===== src/rtl/sda_watchdog.sv =====
module sda_watchdog #(
  parameter int TICK_W = 28,
  parameter int CNT_W  = 16,
  parameter int LOW_LIMIT = 3
) (
  input  logic              clk,
  input  logic              rst_n,
  input  logic [TICK_W-1:0] interval,
  input  logic              init_req,
  input  logic              sda_in,
  input  logic              host_on,
  input  logic              wr_done,
  output logic              recover_rst,
  output logic              unwedge_req,
  output logic [CNT_W-1:0]  recover_cnt
);
  localparam int LW = $clog2(LOW_LIMIT + 1);
  localparam logic [LW-1:0] LOW_LAST = LW'(LOW_LIMIT - 1);
  localparam logic [CNT_W-1:0] CNT_MAX = '1;

  logic [TICK_W-1:0] presc;
  logic [LW-1:0]     low_cnt;

  wire [TICK_W-1:0] last   = (interval == '0) ? '0 : interval - 1'b1;
  wire              sample = presc >= last;
  wire              bad    = host_on && !sda_in;
  wire              fire   = sample && !wr_done && bad && (low_cnt == LOW_LAST);

  always_ff @(posedge clk) begin
    if (!rst_n) begin
      presc       <= '0;
      low_cnt     <= '0;
      recover_rst <= 1'b0;
      unwedge_req <= 1'b0;
      recover_cnt <= '0;
    end else if (init_req) begin
      presc       <= '0;
      low_cnt     <= '0;
      recover_rst <= 1'b0;
      unwedge_req <= !sda_in;
    end else begin
      unwedge_req <= 1'b0;
      recover_rst <= fire;
      presc       <= sample ? '0 : presc + 1'b1;
      if (wr_done || (sample && (!bad || fire)))
        low_cnt <= '0;
      else if (sample)
        low_cnt <= low_cnt + 1'b1;
      if (fire && recover_cnt != CNT_MAX)
        recover_cnt <= recover_cnt + 1'b1;
    end
  end
endmodule


===== config.mk =====
export PLATFORM = sky130hd
export DESIGN_NAME = sda_watchdog
export DESIGN_NICKNAME = d
export VERILOG_FILES = /design/src/rtl/sda_watchdog.sv
export SDC_FILE = /design/constraint.sdc
export NUM_CORES = 1
export LEC_CHECK = 0
export ABC_CLOCK_PERIOD_IN_PS = 5700
export CAP_MARGIN = 25
export CELL_PAD_IN_SITES_DETAIL_PLACEMENT = 0
export CELL_PAD_IN_SITES_GLOBAL_PLACEMENT = 2
export CORE_ASPECT_RATIO = 0.7
export CORE_UTILIZATION = 32
export DETAILED_ROUTE_END_ITERATION = 6
export GPL_ROUTABILITY_DRIVEN = 0
export PLACE_DENSITY = 0.79
export RECOVER_POWER = 100
export SYNTH_ARGS = -nofsm -noshare
export SYNTH_HDL_FRONTEND = slang
export SYNTH_SLANG_ARGS = --single-unit

===== constraint.sdc =====
create_clock -name clk -period 5.7 [get_ports clk]
set_input_delay 1.425 -clock clk [delete_from_list [all_inputs] [get_ports clk]]
set_output_delay 1.425 -clock clk [all_outputs]
set_load 0.05 [all_outputs]

; Yosys cells after proc, flatten, opt, wreduce, memory -nomap -nowiden
; Index checks and enable logic that the tools add are counted.
[totals]
input_bits = 34
reg_bits = 48
elab_cells = 32
out_inout_bits = 18
[op_classes]
n_eq_ne = 2
addsub = 4
mux = 1
n_lt_le_gt_ge = 1
bitwise_logic = 2
reduce_logical = 17
[ops]
columns = operator, count
row1 = "28-bit by 1-bit adder with 28-bit output, second input constant", 1
row2 = 28-bit >= comparator, 1
row3 = 28-bit logical NOT, 1
row4 = 28-bit 2-to-1 mux, 1
row5 = "28-bit by 1-bit subtractor with 28-bit output, second input constant", 1
row6 = "16-bit by 1-bit adder with 16-bit output, second input constant", 1
row7 = "16-bit inequality test, second input constant", 1
row8 = 1-bit logical AND, 6
row9 = 3-bit OR reduction, 2
row10 = 2-bit AND reduction, 2
row11 = 1-bit logical NOT, 3
row12 = "2-bit by 1-bit adder with 2-bit output, second input constant", 1
row13 = "2-bit == test, second input constant", 1
row14 = 1-bit logical OR, 2
row15 = 1-bit NOT, 2
row16 = 2-bit OR reduction, 1

; Logic depth before layout (Yosys ltp)
[depth]
depth_word = 10
ltp_mapped = 16
mapped_depth_nobuf = 15

; Least setup slack after synthesis
; Ideal clock, no wire load.
[synth_path]
kind = in2reg
start = input interval[2]
end = register low_cnt[1]
setup_ns = 0.095
arrival_ns = 4.927
path_buffers = 1
t_required_ns = 5.605
path_slack_ns = 0.678
path_stages = 14
cell_sequence = or4_4 nor3_4 nand4_2 or4_4 nor3_2 mux2i_1 ha_1 a21oi_1 o21ai_1 nor3_1 o31ai_2 or4_1 clkbuf_1 a221oi_1
[synth_between]
elab_chain_cells = 10
word_cells_on_any_way = 11
classes_between = add/sub (1) / order compare (1) / mux (1) / reduce/logical (8)
[synth_rtl]
columns = item, line_no
row1 = from (decl), 8  ; input logic [TICK_W-1:0] interval,
row2 = 28-bit by 1-bit subtractor with 28-bit output / 28-bit logical NOT (equally long branches), 24  ; wire [TICK_W-1:0] last = (interval == '0) ? '0 : interval - 1'b1;
row3 = 28-bit 2-to-1 mux (*), 24
row4 = 28-bit >= comparator (*), 25  ; wire sample = presc >= last;
row5 = 1-bit logical AND (3 in a row), 27  ; wire fire = sample && !wr_done && bad && (low_cnt == LOW_LAST);
row6 = 1-bit logical OR, 45  ; if (wr_done || (sample && (!bad || fire)))
row7 = 1-bit logical AND, 45
row8 = 1-bit logical OR, 45
row9 = 3-bit OR reduction (no line), --
row10 = to (signal assigned), 48  ; low_cnt <= low_cnt + 1'b1;
row11 = to (decl), 22  ; logic [LW-1:0] low_cnt;
; Every way passes the cells marked *; elsewhere a longest branch is shown, timed or not.
; A chain may end at the register's enable or synchronous reset.

; Worst setup path after layout
[layout_path]
start = input interval[18]
end = register recover_cnt[6]
[layout_between]
elab_chain_cells = 8
word_cells_on_any_way = 9
classes_between = add/sub (1) / order compare (1) / mux (1) / reduce/logical (6)
[layout_rtl]
columns = item, line_no
row1 = 28-bit by 1-bit subtractor with 28-bit output / 28-bit logical NOT (equally long branches), 24
row2 = 28-bit 2-to-1 mux (*), 24
row3 = 28-bit >= comparator (*), 25
row4 = 1-bit logical AND (*) (3 in a row), 27
row5 = 1-bit logical AND (*), 49  ; if (fire && recover_cnt != CNT_MAX)
row6 = 2-bit AND reduction (no line) (*), --
row7 = to (signal assigned), 50  ; recover_cnt <= recover_cnt + 1'b1;
row8 = to (decl), 15  ; output logic [CNT_W-1:0] recover_cnt
; Marks and branches as above.

==> impl_metrics.json <==
{
  "outcome": "complete, but fails checks",
  "violations": "DRC",
  "cts_made_buffers": 5,
  "dr_total_vias": 3109,
  "use_met2_pct": 23.23,
  "viasPerCell": 5.031,
  "clockBufferDepth": 2,
  "critPathBufInv": 3,
  "cts.clk_slew.worst_paths_ps": 70,
  "seq_area_um2": 960.9,
  "synth_seq_area_share_pct": 28.09,
  "htreeDepth": 2,
  "hold_buffers": 0,
  "fin_skew_ps": 8.374,
  "cts_resized": 0,
  "final_nets": 552,
  "fin_crit_ps": 5392,
  "drtAntennaViolNets": 0,
  "hold_viol": 0,
  "dieArea_um2": 11110,
  "path_max_fanout": 10,
  "grt_max_degree": 17,
  "antenna_found_initial": 0,
  "powerDensity_nw_per_um2": 173.7,
  "grt_pass1_vias": 2888,
  "p_total_mw": 0.7620,
  "crit_required_ps": 5930,
  "post-cts-setup-buffer-count": 0,
  "hold_class": "reg2reg",
  "tritoncts": "yes",
  "core-area_um2": 10360,
  "dp_slack_ps": -48.99,
  "synthesis.area_um2": 3421,
  "die_h_um": 88.51,
  "synth-main-ff-cell": "dfxtp_1",
  "grt_use_total_pct": 15.44,
  "crit_path_cell_trace": "clkdlybuf4s50_1 -> or4_1 -> or3_1 -> or3_1 -> nor3_1 -> xor2_1 -> nand2_1 -> ha_1 -> nand4_1 -> nor4_1 -> nand3_1 -> a31oi_2 -> nor2_1 -> buf_4 -> buf_12 -> or4_1 -> nand2_1",
  "grt_pass1_wl_mm": 13.90,
  "r2r-start": "presc[0]",
  "wire_per_inst_um": 13.34,
  "fillers": 1074,
  "insertion_delay_ps": 290,
  "wirelength_mm": 8.243,
  "fmax_ghz": 0.1854,
  "drc_errors": 2,
  "utilization_pct": 42.37,
  "hpwlAfterDp_mm": 6.683,
  "ys_top_cells_by_count": "nor2_1 (49), dfxtp_1 (48), nand2_1 (48)",
  "rr_endpoint": "presc[15]",
  "ys_ff_latch": 48,
  "hold_end": "low_cnt[1]",
  "start_util_pct": 33.03,
  "worstHoldStart": "low_cnt[1]",
  "r2r_cells": 10,
  "rsz0062_at_grt": "false",
  "startpoint_type": "input pin",
  "synth.most_common_cell": "nor2_1",
  "slowest_delay_ps": 540,
  "std_cell_rows": 31,
  "fin_setup_tns_ps": 0,
  "tightestPinTransition_ps": 892.7,
  "peakVddDrop_uv": 108.4,
  "finalCritPeriodShare_pct": 94.60,
  "ios": 52,
  "path_delay_family": "simple AND/OR/NAND/NOR gates",
  "synth_top_area_cell": "dfxtp_1",
  "busiest_layer": "met2",
  "antenna_cells": 0,
  "worst_hold_path.num_cells": 2,
  "worst-setup-path-type": "in2reg",
  "yosysTopAreaCellShare_pct": 28.09,
  "cap_violations": 0,
  "cp.arrival_ps": 5630,
  "avgSynthCellArea_um2": 8.223,
  "drv_slew": 0,
  "port_buffers": 51,
  "drt_iter0_markers": 153,
  "area_delta_synth_final_pct": 28.27,
  "layout-drive-gt1-share_pct": 9.671,
  "final-setup-viol-count": 0,
  "ys_async_sr_fraction_pct": 0,
  "netlist_instances": 416,
  "synth_edf_count": 0,
  "synth_cell_type_count": 55,
  "cts_sinks": 48,
  "power_leakage_nw": 1.774,
  "clockRootBuffer": "clkbuf_16",
  "grtUsageMet1_pct": 22.72,
  "max-slew-margin-rel_pct": 39.65,
  "ys_warn_count": 0,
  "fin_ws_ps": 307.6,
  "slowest_stage": "or4_1",
  "synth_nets": 483,
  "multi_input_area_um2": 2391,
  "firstDrtPassIters": 7,
  "fp.dieW_um": 125.6,
  "end_kind": "flip-flop",
  "synth_area_leaders": "dfxtp_1 (28%), ha_1 (12%), xor2_1 (8.4%)",
  "met3_usage_pct": 3.507,
  "r2r_slack_ps": 3070,
  "overflow": 0
}
==> report_power, final <==
part           switching [mW]  leakage (nW)  internal [mW]
Clock                   0.131        0.0804          0.209
Combinational          0.0424          1.31         0.0429
Sequential            0.00104         0.387          0.336
==> how the worst max path moves through the flow <==
stage,slack [ps],startpoint,cells past startpoint,end
finish,310,interval[18],17,recover_cnt[6]
global route,20,interval[2],18,recover_cnt[0]
CTS,230,interval[2],18,recover_cnt[6]
detailed placement,-50,interval[2],18,recover_cnt[6]
global placement,50,interval[2],18,recover_cnt[6]
floorplan,680,interval[2],14,low_cnt[1]
==> metal layers <==
layer,part of all wire [%],routed length (µm),vias up
li1,-,-,1645
met1,55,4568,1418
met2,40,3314,40
met3,4.0,332,6
met4,0.33,27,0
met5,0,0,-
==> cells in the final DEF (no fill, tap or decap), types with 3 or more instances in the layout <==
master            n
nor2_1           49
o2111ai_1         3
dlygate4sd3_1    19
o21ai_0           7
nand3_1          18
nand4_1          19
inv_1             9
a21o_1            4
and3_1            6
nor3_1           13
o21a_1            4
or3_1             8
o211ai_1          3
nor2b_1           3
and2_1            4
xnor2_1          19
a21oi_1          16
buf_4            16
o31a_1            3
xor2_1           33
nand2b_1          5
dfxtp_1          48
nor3_2            3
mux2i_1           3
clkbuf_16         5
or4_1             8
nand2_1          48
ha_1             33
clkdlybuf4s50_1  32
nor4_1            7
==> cell type report <==
cell class              count  area share, %
flip-flops and latches     48          21.90
multi-input cells         350          54.49
well taps                 132          3.764
clock buffers               5          2.851
clock inverters             3          1.055
repair buffers             71          15.17
inverters                   9         0.7699
==> logic make-up after synthesis <==
family	after synthesis	synth area share, %
simple gates	210	33.07
fa+ha+maj	33	12.07
compound gates	52	10.57
xor+xnor	52	13.31
buf+inv	18	2.012
mux	3	0.8779
flops	48	28.09
==> registers in the layout (all words and copies together) (netlist names) <==
name / flops
unwedge_req: 1
recover_rst: 1
low_cnt: 2
presc: 28
recover_cnt: 16
==> stage by stage <==
step,std cells,hold WS (ps),instance area [µm²]
2_1_floorplan,416,440.9,3421
3_3_place_gp,610,466.9,4237
3_5_place_dp,610,473.9,4237
4_1_cts,618,486.8,4408
5_1_grt,618,519.9,4388
6_report,618,477.9,4388
==> worst register-to-register path, delay by kind of cell (launching register included) <==
kind,cells,cell delay (ps)
fa+ha+maj,1,280
compound gates,2,450
buf+inv,3,470
flops,1,420
simple gates,4,940
Power figures use the tool's default switching activity.
